`config.mk`:
```
export PLATFORM = sky130hd
export DESIGN_NAME = ccr_access_ctrl
export DESIGN_NICKNAME = d
export VERILOG_FILES = /design/src/rtl/ccr_pkg.sv /design/src/rtl/ccr_stage_buf.sv /design/src/rtl/ccr_nv_bank.sv /design/src/rtl/ccr_time_keeper.sv /design/src/rtl/ccr_status_reg.sv /design/src/rtl/ccr_access_ctrl.sv
export SDC_FILE = /design/constraint.sdc
export NUM_CORES = 1
export LEC_CHECK = 0
export CAP_MARGIN = 25
export CORE_MARGIN = 1
export CORE_UTILIZATION = 40
export CTS_BUF_LIST = sky130_fd_sc_hd__clkbuf_16
export DETAILED_ROUTE_END_ITERATION = 6
export DONT_BUFFER_PORTS = 1
export GPL_TIMING_DRIVEN = 0
export MAX_ROUTING_LAYER = met4
export PLACE_DENSITY = 0.58
export SETUP_SLACK_MARGIN = 0.02
export SYNTH_ARGS = -nofsm -noshare
export SYNTH_HDL_FRONTEND = slang
export SYNTH_HIERARCHICAL = 1
export SYNTH_SLANG_ARGS = --single-unit
```
`constraint.sdc`:
```
create_clock -name clk -period 2.55 [get_ports clk]
set_clock_uncertainty 0.15 [all_clocks]
set_input_delay 0.1275 -clock clk [delete_from_list [all_inputs] [get_ports clk]]
set_output_delay 0.1275 -clock clk [all_outputs]
set_load 0.01 [all_outputs]
```
`src/rtl/ccr_pkg.sv`:
```
package ccr_pkg;
  localparam int AW        = 6;
  localparam int DW        = 8;
  localparam int PAGE      = 8;
  localparam int IW        = $clog2(PAGE);
  localparam int CTL_N     = 4;
  localparam int CW        = $clog2(CTL_N);
  localparam int N_ALARMS  = 2;
  localparam logic [AW-1:0] STAT_ADDR = 6'h3F;
  localparam int CENT_IDX  = 7;
  localparam logic [DW-1:0] CENT_RST  = 8'h20;
  localparam logic [DW-1:0] LIM_SM    = 8'h59;
  localparam logic [DW-1:0] LIM_HR    = 8'h23;
  localparam int WEL_BIT   = 1;
  localparam int RWEL_BIT  = 2;

  typedef enum logic [2:0] {
    SEC_AL0  = 3'd0,
    SEC_AL1  = 3'd1,
    SEC_CTL  = 3'd2,
    SEC_TIME = 3'd3,
    SEC_STAT = 3'd4,
    SEC_NONE = 3'd5
  } sect_e;

  function automatic sect_e sect_of(input logic [AW-1:0] a);
    if (a[5:3] == 3'b000)       return SEC_AL0;
    else if (a[5:3] == 3'b001)  return SEC_AL1;
    else if (a[5:2] == 4'b0100) return SEC_CTL;
    else if (a[5:3] == 3'b110)  return SEC_TIME;
    else if (a == STAT_ADDR)    return SEC_STAT;
    else                        return SEC_NONE;
  endfunction

  function automatic logic [AW-1:0] next_addr(input logic [AW-1:0] a);
    case (sect_of(a))
      SEC_AL0, SEC_AL1, SEC_TIME: return {a[5:3], a[2:0] + 3'd1};
      SEC_CTL:                    return {a[5:2], a[1:0] + 2'd1};
      SEC_STAT:                   return a;
      default:                    return a + 6'd1;
    endcase
  endfunction

  // {carry, next value}
  function automatic logic [DW:0] bcd_step(input logic [DW-1:0] v, input logic [DW-1:0] lim);
    if (v == lim)              return {1'b1, 8'h00};
    else if (v[3:0] == 4'd9)   return {1'b0, v[7:4] + 4'd1, 4'd0};
    else                       return {1'b0, v + 8'd1};
  endfunction
endpackage

```
`src/rtl/ccr_stage_buf.sv`:
```
module ccr_stage_buf
  import ccr_pkg::*;
#(
  parameter int DEPTH = PAGE,
  localparam int XW = $clog2(DEPTH)
) (
  input  logic                       clk,
  input  logic                       rst_n,
  input  logic                       clr,
  input  logic                       wr_en,
  input  logic [XW-1:0]              idx,
  input  logic [DW-1:0]              wdata,
  input  sect_e                      sect_in,
  output logic [DEPTH-1:0][DW-1:0]   data_q,
  output logic [DEPTH-1:0]           mask_q,
  output sect_e                      sect_q
);
  for (genvar i = 0; i < DEPTH; i++) begin : g_slot
    always_ff @(posedge clk or negedge rst_n) begin
      if (!rst_n) begin
        data_q[i] <= '0;
        mask_q[i] <= 1'b0;
      end else if (clr) begin
        mask_q[i] <= 1'b0;
      end else if (wr_en && idx == XW'(i)) begin
        data_q[i] <= wdata;
        mask_q[i] <= 1'b1;
      end
    end
  end

  always_ff @(posedge clk or negedge rst_n) begin
    if (!rst_n)     sect_q <= SEC_NONE;
    else if (wr_en) sect_q <= sect_in;
  end
endmodule

```
`src/rtl/ccr_nv_bank.sv`:
```
module ccr_nv_bank
  import ccr_pkg::*;
(
  input  logic                                    clk,
  input  logic                                    rst_n,
  input  logic                                    commit_en,
  input  sect_e                                   commit_sect,
  input  logic [PAGE-1:0][DW-1:0]                 stg_data,
  input  logic [PAGE-1:0]                         stg_mask,
  output logic [N_ALARMS-1:0][PAGE-1:0][DW-1:0]   al_q,
  output logic [CTL_N-1:0][DW-1:0]                ctl_q
);
  for (genvar k = 0; k < N_ALARMS; k++) begin : g_alarm
    always_ff @(posedge clk or negedge rst_n) begin
      if (!rst_n) begin
        al_q[k] <= '0;
      end else if (commit_en && commit_sect == sect_e'(k)) begin
        for (int i = 0; i < PAGE; i++)
          if (stg_mask[i]) al_q[k][i] <= stg_data[i];
      end
    end
  end

  always_ff @(posedge clk or negedge rst_n) begin
    if (!rst_n) begin
      ctl_q <= '0;
    end else if (commit_en && commit_sect == SEC_CTL) begin
      for (int i = 0; i < CTL_N; i++)
        if (stg_mask[i]) ctl_q[i] <= stg_data[i];
    end
  end
endmodule

```
`src/rtl/ccr_time_keeper.sv`:
```
module ccr_time_keeper
  import ccr_pkg::*;
(
  input  logic                     clk,
  input  logic                     rst_n,
  input  logic                     tick,
  input  logic                     snap_en,
  input  logic                     commit_en,
  input  logic [PAGE-1:0][DW-1:0]  stg_data,
  input  logic [PAGE-1:0]          stg_mask,
  output logic [PAGE-1:0][DW-1:0]  tm_q,
  output logic [PAGE-1:0][DW-1:0]  snap_q
);
  logic [DW:0] sec_s, min_s, hr_s;

  always_comb begin
    sec_s = bcd_step(tm_q[0], LIM_SM);
    min_s = bcd_step(tm_q[1], LIM_SM);
    hr_s  = bcd_step({2'b00, tm_q[2][5:0]}, LIM_HR);
  end

  always_ff @(posedge clk or negedge rst_n) begin
    if (!rst_n) begin
      tm_q           <= '0;
      tm_q[CENT_IDX] <= CENT_RST;
    end else if (commit_en) begin
      for (int i = 0; i < PAGE; i++)
        if (stg_mask[i]) tm_q[i] <= stg_data[i];
    end else if (tick) begin
      tm_q[0] <= sec_s[DW-1:0];
      if (sec_s[DW]) begin
        tm_q[1] <= min_s[DW-1:0];
        if (min_s[DW]) tm_q[2] <= {tm_q[2][7:6], hr_s[5:0]};
      end
    end
  end

  always_ff @(posedge clk or negedge rst_n) begin
    if (!rst_n)       snap_q <= '0;
    else if (snap_en) snap_q <= tm_q;
  end
endmodule

```
`src/rtl/ccr_status_reg.sv`:
```
module ccr_status_reg
  import ccr_pkg::*;
(
  input  logic       clk,
  input  logic       rst_n,
  input  logic       stat_wr,
  input  logic       wr_wel,
  input  logic       wr_rwel,
  input  logic       time_wr,
  output logic       wel,
  output logic       rwel,
  output logic       rtcf
);
  always_ff @(posedge clk or negedge rst_n) begin
    if (!rst_n) begin
      wel  <= 1'b0;
      rwel <= 1'b0;
    end else if (stat_wr) begin
      wel  <= wr_wel;
      rwel <= wr_rwel & wr_wel & wel;
    end
  end

  always_ff @(posedge clk or negedge rst_n) begin
    if (!rst_n)       rtcf <= 1'b1;
    else if (time_wr) rtcf <= 1'b0;
  end
endmodule

```
`src/rtl/ccr_access_ctrl.sv`:
```
module ccr_access_ctrl
  import ccr_pkg::*;
(
  input  logic          clk,
  input  logic          rst_n,
  input  logic          txn_start,
  input  logic          txn_read,
  input  logic          txn_use_addr,
  input  logic [5:0]    txn_addr,
  input  logic          txn_stop,
  input  logic          wd_valid,
  input  logic [7:0]    wd_data,
  output logic          wd_ready,
  output logic          rd_valid,
  output logic [7:0]    rd_data,
  input  logic          rd_ready,
  input  logic          sec_tick,
  input  logic [2:0]    ext_flags
);
  logic            act_q, is_rd_q, done_q;
  logic [AW-1:0]   cur_addr;
  sect_e           cur_sect;
  logic            stop_ev, wr_hs, rd_hs, commit_go;
  logic            nv_commit, time_commit, stat_commit;

  logic [PAGE-1:0][DW-1:0]               stg_data;
  logic [PAGE-1:0]                       stg_mask;
  sect_e                                 stg_sect;
  logic [N_ALARMS-1:0][PAGE-1:0][DW-1:0] al_q;
  logic [CTL_N-1:0][DW-1:0]              ctl_q;
  logic [PAGE-1:0][DW-1:0]               tm_q, snap_q;
  logic                                  wel, rwel, rtcf;

  assign cur_sect = sect_of(cur_addr);
  assign stop_ev  = txn_stop & ~txn_start & act_q;
  assign wd_ready = act_q & ~is_rd_q & ~done_q & ~txn_start & ~txn_stop;
  assign rd_valid = act_q &  is_rd_q & ~done_q & ~txn_start & ~txn_stop;
  assign wr_hs    = wd_valid & wd_ready;
  assign rd_hs    = rd_valid & rd_ready;

  // transaction state and address pointer
  always_ff @(posedge clk or negedge rst_n) begin
    if (!rst_n) begin
      act_q    <= 1'b0;
      is_rd_q  <= 1'b0;
      done_q   <= 1'b0;
      cur_addr <= '0;
    end else if (txn_start) begin
      act_q   <= 1'b1;
      is_rd_q <= txn_read;
      done_q  <= 1'b0;
      if (txn_use_addr) cur_addr <= txn_addr;
    end else if (stop_ev) begin
      act_q  <= 1'b0;
      done_q <= 1'b0;
    end else if (wr_hs || rd_hs) begin
      cur_addr <= next_addr(cur_addr);
      if (cur_sect == SEC_STAT) done_q <= 1'b1;
    end
  end

  ccr_stage_buf #(.DEPTH(PAGE)) u_stage (
    .clk     (clk),
    .rst_n   (rst_n),
    .clr     (txn_start | stop_ev),
    .wr_en   (wr_hs && cur_sect != SEC_NONE),
    .idx     (cur_addr[IW-1:0]),
    .wdata   (wd_data),
    .sect_in (cur_sect),
    .data_q  (stg_data),
    .mask_q  (stg_mask),
    .sect_q  (stg_sect)
  );

  assign commit_go   = stop_ev & ~is_rd_q & (|stg_mask);
  assign nv_commit   = commit_go & wel & rwel &
                       (stg_sect == SEC_AL0 || stg_sect == SEC_AL1 || stg_sect == SEC_CTL);
  assign time_commit = commit_go & wel & rwel & (stg_sect == SEC_TIME);
  assign stat_commit = commit_go & (stg_sect == SEC_STAT);

  ccr_nv_bank u_nv (
    .clk         (clk),
    .rst_n       (rst_n),
    .commit_en   (nv_commit),
    .commit_sect (stg_sect),
    .stg_data    (stg_data),
    .stg_mask    (stg_mask),
    .al_q        (al_q),
    .ctl_q       (ctl_q)
  );

  ccr_time_keeper u_time (
    .clk       (clk),
    .rst_n     (rst_n),
    .tick      (sec_tick),
    .snap_en   (txn_start & txn_read),
    .commit_en (time_commit),
    .stg_data  (stg_data),
    .stg_mask  (stg_mask),
    .tm_q      (tm_q),
    .snap_q    (snap_q)
  );

  ccr_status_reg u_stat (
    .clk     (clk),
    .rst_n   (rst_n),
    .stat_wr (stat_commit),
    .wr_wel  (stg_data[PAGE-1][WEL_BIT]),
    .wr_rwel (stg_data[PAGE-1][RWEL_BIT]),
    .time_wr (time_commit),
    .wel     (wel),
    .rwel    (rwel),
    .rtcf    (rtcf)
  );

  always_comb begin
    case (cur_sect)
      SEC_AL0, SEC_AL1: rd_data = al_q[cur_addr[IW]][cur_addr[IW-1:0]];
      SEC_CTL:          rd_data = ctl_q[cur_addr[CW-1:0]];
      SEC_TIME:         rd_data = snap_q[cur_addr[IW-1:0]];
      SEC_STAT:         rd_data = {ext_flags, 2'b00, rwel, wel, rtcf};
      default:          rd_data = '0;
    endcase
  end
endmodule

```
==> Yosys cells after proc, flatten, opt, wreduce, memory -nomap -nowiden <==
Cells that the tools add are included.
{ "classes": {"addsub": 9, "n_eq_ne": 38, "div_mod_pow": 0, "magnitude_cmp": 3, "reduce_logical": 79, "mux": 57, "mul": 0, "bitwise_logic": 28, "shift": 0} }
{ "op_table": {"columns": ["operator", "count"], "rows": [
  ["$mux W64", 2],
  ["$reduce_and A2 Y1", 36],
  ["$mux W8", 8],
  ["$bmux W8 S3", 2],
  ["$mux W24", 2],
  ["$mux W6", 7],
  ["$pmux W8 S4", 1],
  ["$reduce_bool A2 Y1", 13],
  ["$eq A3 B2 Y1 const B", 8],
  ["$eq A3 B3 Y1 const B", 8],
  ["$mux W1", 23],
  ["$and A1 B1 Y1", 22],
  ["$mux W3", 7],
  ["$mux W9", 2],
  ["$pmux W6 S3", 1],
  ["$add A8 B1 Y8 const B", 2],
  ["$bmux W8 S2", 1],
  ["$eq A8 B7 Y1 const B", 2],
  ["$mux W16", 1],
  ["$eq A3 B1 Y1 const B", 5],
  ["$logic_not A3 Y1", 5],
  ["$add A6 B1 Y6 const B", 2],
  ["$eq A4 B4 Y1 const B", 3],
  ["$eq A6 B6 Y1 const B", 2],
  ["22 further kinds", 49]
]} }
{ "totals": {"ramBits": 0, "in_bits": 26, "regBits": 375, "wordCells": 277, "out_inout_bits": 10, "memories": 0, "latchBits": 0, "romBits": 0} }

==> Logic depth before layout (Yosys ltp) <==
{ "depth": {"word_depth": 16, "depth_mapped": 11, "ltp_nobuf": 9} }

==> By module <==
The synthesis kept the hierarchy.
{ "modules_own_cells": {"columns": ["module", "area_each_um2", "instances", "cells_each", "seq_area_each_um2"], "rows": [
  ["ccr_nv_bank", 6103.4, 1, 348, 4003.8],
  ["ccr_time_keeper", 5569.1, 1, 421, 3204.3],
  ["ccr_stage_buf", 2952.8, 1, 171, 1879.3],
  ["ccr_access_ctrl", 2566.2, 1, 257, 225.2],
  ["ccr_status_reg", 112.6, 1, 8, 76.3]
]} }

==> Worst setup path before layout <==
OpenSTA, ideal clock, no wires.
{ "synth_path": {"path_type": "register -> register", "from": "reg u_stage.mask_q[2]", "to": "reg, netlist name u_nv/al_q[32]", "path_buffers": 0, "t_required_ps": 2275, "path_stages_with_launch": 8, "slack_ps": -93, "setup_ps": 125, "arrival_ps": 2368, "synth_period_minus_slack_ps": 2643, "cell_sequence": "dfrtp_1 > nor4_1 > nand2_1 > nand4_1 > nor4b_1 > nor3b_2 > nand3b_2 > mux2_2"} }
{ "synth_via": {"elab_chain_len": 7} }
{ "synth_rtl": {"columns": ["element", "line_no", "rtl"], "rows": [
  ["from (decl)", "ccr_stage_buf.sv:15", "output logic [DEPTH-1:0] mask_q,"],
  ["from (signal, indexed assignment)", "ccr_stage_buf.sv:22", "mask_q[i] <= 1'b0;"],
  ["from (signal, indexed assignment)", "ccr_stage_buf.sv:24", "mask_q[i] <= 1'b0;"],
  ["from (signal, indexed assignment)", "ccr_stage_buf.sv:27", "mask_q[i] <= 1'b1;"],
  ["$reduce_or A8 Y1", "ccr_access_ctrl.sv:75", "assign commit_go = stop_ev & ~is_rd_q & (|stg_mask);"],
  ["$and A1 B1 Y1", "ccr_access_ctrl.sv:75", null],
  ["$and A1 B1 Y1 (3 in series)", "ccr_access_ctrl.sv:76", "assign nv_commit = commit_go & wel & rwel &"],
  ["named net nv_commit", "ccr_access_ctrl.sv:24", "logic nv_commit, time_commit, stat_commit;"],
  ["$logic_and A1 B1 Y1", "ccr_nv_bank.sv:17", "end else if (commit_en && commit_sect == sect_e'(k)) begin"],
  ["$reduce_and A2 Y1 (no line)", null, null]
]} }
The timed path passes the listed nets, and every way through them passes these cells.
A chain may end at the register's enable or synchronous reset.

==> Worst setup path after layout <==
{ "layout_path": {"from": "reg cur_addr[0]", "to": "out rd_data[0]"} }
{ "layout_via": {"elab_chain_len": 9} }
{ "layout_rtl": {"columns": ["element", "line_no", "rtl"], "rows": [
  ["from (decl)", "ccr_access_ctrl.sv:21", "logic [AW-1:0] cur_addr;"],
  ["from (signal assigned)", "ccr_access_ctrl.sv:52", "if (txn_use_addr) cur_addr <= txn_addr;"],
  ["from (signal assigned)", "ccr_access_ctrl.sv:57", "cur_addr <= next_addr(cur_addr);"],
  ["$eq A6 B6 Y1", "ccr_pkg.sv:31", "else if (a == STAT_ADDR) return SEC_STAT;"],
  ["$mux W1", "ccr_pkg.sv:31", null],
  ["$mux W3", "ccr_pkg.sv:30", "else if (a[5:3] == 3'b110) return SEC_TIME;"],
  ["$mux W3", "ccr_pkg.sv:29", "else if (a[5:2] == 4'b0100) return SEC_CTL;"],
  ["$mux W3", "ccr_pkg.sv:28", "else if (a[5:3] == 3'b001) return SEC_AL1;"],
  ["$mux W3", "ccr_pkg.sv:27", "if (a[5:3] == 3'b000) return SEC_AL0;"],
  ["$eq A3 B1 Y1 / $logic_not A3 Y1 (equally long branches)", "ccr_access_ctrl.sv:117", "case (cur_sect)"],
  ["$reduce_or A2 Y1", "ccr_access_ctrl.sv:117", null],
  ["$pmux W8 S4 (*)", "ccr_access_ctrl.sv:117", null],
  ["to (decl)", "ccr_access_ctrl.sv:15", "output logic [7:0] rd_data,"]
]} }
Mark *: on every way between the ends. The rest lies on a longest branch, timed or not. The select of a mux whose other input is x is not followed.

==> flow_summary.json <==
{
  "run_status": "finished with violations",
  "violations": "negative hold slack, negative setup slack",
  "layout.cells.most_common": "sky130_fd_sc_hd__dfrtp_1",
  "grt_start_max_net_pins": 376,
  "dp_cells": 1782,
  "postLayoutSetupSlackWorst_ns": -0.322,
  "grt_antenna_before_repair": 4,
  "cpLargestDelayFamily": "buffers and inverters",
  "worst_ep_arrival_time_ns": 2.59,
  "die_h_um": 210,
  "clkPwrFrac_pct": 38.0,
  "postSynthRegisterBits": 375,
  "power_density_mw_per_mm2": 682,
  "share_of_flip_flops_with_an_asynchronous_set_or_reset_pct": 100,
  "vdd.ir_drop.worst_v": 0.000345,
  "port-buffer-count": 0,
  "crit_path_cell_trace": "buf_12 -> buf_16 -> buf_16 -> buf_16 -> mux4_2 -> a22oi_2 -> nand3_2",
  "final_period_util_pct": 113,
  "detailroute.via_count": 11400,
  "timing.max_cap.violations": 0,
  "worst-setup-path-type": "reg2out",
  "clock_tree.buffer_depth": 3,
  "first_global_vias": 11200,
  "seq_power_share_pct": 45.1,
  "num-nets-final": 1387,
  "gpl.final_weighted_congestion": 0.980,
  "clkLatencyLatePin_ns": 0.54,
  "postSynthCellCount": 1205,
  "slew_viol_final": 0,
  "die-area_mm2": 0.0441,
  "most_common_cell_type_on_the_critical_path": "sky130_fd_sc_hd__buf_16",
  "drt.antenna.violating_nets": 0,
  "mappedNetlistArea_mm2": 0.0173,
  "combPwrFrac_pct": 16.9,
  "floorplan.rows": 75,
  "synth-edff-count": 0,
  "synth.distinct_cells": 76,
  "initial_util_pct": 40.9,
  "critical-path-slowest-cell": "sky130_fd_sc_hd__dfrtp_2",
  "cts_buffers": 41,
  "num-fill-cells": 3580,
  "placeableCoreArea_mm2": 0.0423,
  "detail_route.iter0.violations": 976,
  "rsz0062_at_grt": "true",
  "finalSetupViolations": 77,
  "final_cells": 1958,
  "fraction_of_final_layout_cells_with_drive_strength_greater_than_1_pct": 48.9,
  "highest_cell_delay_on_the_worst_timing_path_ns": 0.48,
  "p_int_mw": 10.6,
  "netSwitchingPower_mw": 4.08,
  "share_of_synthesized_area_occupied_by_flip_flops_and_latches_pct": 54.3,
  "ios": 36,
  "critical_path.max_fanout": 7,
  "hold_slack_ns": -0.835,
  "ys_warn_count": 6,
  "postCtsHoldBufs": 21,
  "worstSetupEndpointType": "output pin",
  "ctsRootBufferMaster": "sky130_fd_sc_hd__clkbuf_16",
  "cts.sink_count": 375,
  "timing.final.hold_violations": 375,
  "max_slew_margin_pct": 18.0,
  "detail_route.wl_per_cell_um": 27.2,
  "area_growth_pct": 24.1,
  "grt_overflow": 0,
  "postSynthNetCount": 1243,
  "die_width_um": 210,
  "power_switching_share_pct": 27.8,
  "fmax_ghz": 0.348,
  "reported_leakage_power_nw": 10.5,
  "postRouteWirelength_mm": 53.4,
  "dp_hpwl_mm": 34.2,
  "synthesis.area_per_instance_um2": 14.4,
  "firstDrtPassIters": 5,
  "cts_tree": "built",
  "dp_worst_setup_slack_ns": -1.56,
  "data_required_time_at_the_worst_endpoint_ns": 2.27,
  "cp-start-kind": "flip-flop",
  "cts.reportedPaths.clkPinSlew_ns": 0.06,
  "route.detailed.vias_per_inst": 5.80,
  "drc_errors": 0,
  "fin_total_pwr_mw": 14.6,
  "yosys_most_used_dff": "sky130_fd_sc_hd__dfrtp_1",
  "track_usage_pct": 25.1,
  "mostFrequentLayoutCells": "sky130_fd_sc_hd__dfrtp_1 (359), sky130_fd_sc_hd__mux2_2 (271), sky130_fd_sc_hd__mux2_4 (63)",
  "worst-path-buf-inv": 4,
  "ctsHtreeMaxLevel": 2,
  "max_slew.worst_pin.slew_ns": 1.23,
  "period_needed_ns": 2.87,
  "global_route_wire_length_before_repair_mm": 77.9,
  "hold_path_class": "in2async"
}
Yosys cell counts (all sizes together) (3+ instances only):
library cell	count	area, um2
mux2	335	3870
a32oi	7	61.3
nand3b	8	100
nand4b	4	47.6
nand2	50	223
nor4	5	31.3
a22oi	21	158
xnor2	3	26.3
a211oi	4	30.0
dfstp	4	105
and2	6	37.5
and4b	3	30.0
nor3b	8	115
nand3	21	105
o21ai	20	100
nor2b	10	65.1
nor4b	6	67.6
dfrtp	371	9280
nor3	14	80.1
a21oi	25	129
nand4	12	81.3
a221oi	6	52.6
o22ai	3	18.8
buf	29	204
a22o	12	105
mux4	42	946
inv	23	86.3
nor2	29	116
nand2b	3	18.8
and3	9	61.3
or2	3	18.8
a21o	7	55.1
mux2i	36	360
ha	12	150
clkbuf	26	97.6
cell families after synthesis:
family | share of synthesized area, %
AND/OR/NAND/NOR | 7.51
multiplexers | 29.9
flip-flops | 54.3
AO/OA/AOI/OAI | 5.08
adder cells (fa/ha/maj) | 0.868
buffers and inverters | 2.24
XOR/XNOR | 0.152
power by group through the flow:
stage / Sequential (mW) / Combinational (mW) / Clock, mW
2_1_floorplan: 6.53 / 1.26 / 0
3_3_place_gp: 6.68 / 1.69 / 0
3_5_place_dp: 6.69 / 1.71 / 0
4_1_cts: 6.60 / 2.24 / 5.68
5_1_grt: 6.64 / 2.59 / 5.92
6_report: 6.60 / 2.48 / 5.57
layer usage:
layer  share of wire, %  vias to the layer above  track usage (%)
met1                 46                     6015             36.7
met4                3.6                        0             8.36
met2                 43                      418             35.3
li1                   -                     4814                -
met3                6.8                      104             4.19
met5                  0                        -                -
final timing paths:
path	startpoint	end	slack, ns	cells after the start
worst max-delay path	cur_addr[0]$_DFFE_PN0P_	rd_data[0]	-0.32	7
worst min-delay path	rst_n	u_time/snap_q[28]$_DFFE_PN0P_	-0.84	0
worst max register to register	cur_addr[2]$_DFFE_PN0P_	u_stage/data_q[11]$_DFFE_PN0P_	-0.16	9
worst min register to register	u_time/tm_q[25]$_DFFE_PN0P_	u_time/snap_q[25]$_DFFE_PN0P_	0.35	1
max in group asynchronous	rst_n	cur_addr[2]$_DFFE_PN0P_	1.96	0
min in group clk	txn_addr[0]	cur_addr[0]$_DFFE_PN0P_	0.15	3
area by class of cell:
type                    count  area, um2  area share, %
diodes                      2       5.00         0.0233
flip-flops and latches    375       9410           43.8
inverters                  23       86.3          0.402
clock inverters            32        209          0.973
repair buffers            100       1010           4.69
multi-input cells         758       8490           39.6
well taps                 577        722           3.36
clock buffers              41       1030           4.78
plain buffers              50        513           2.39
state kept, by name (all words and copies together) (netlist names):
signal / flops
act_q: 1
cur_addr: 6
done_q: 1
is_rd_q: 1
u_nv/al_q: 128
u_nv/ctl_q: 32
u_stage/data_q: 64
u_stage/mask_q: 8
u_stage/sect_q: 3
u_stat/rtcf: 1
u_stat/rwel: 1
u_stat/wel: 1
u_time/snap_q: 64
u_time/tm_q: 64
per-stage QoR:
step | TNS, ns | utilization [%] | cell area [um2]
finish | -8.71 | 50.7 | 21500
global route | -18.34 | 50.7 | 21500
CTS | -18.11 | 49.0 | 20700
detailed placement | -231.47 | 42.7 | 18100
global placement | -221.83 | 42.7 | 18100
floorplan | 0 | - | 17300
repair_timing:
action,CTS,global route
endpoints found under the setup margin,310,290
gates cloned,7,2
setup buffers,47,38
pin swaps,31,33
resized for setup,154,133
endpoints found under the hold margin,464,375
Power figures use the tool's default switching activity.
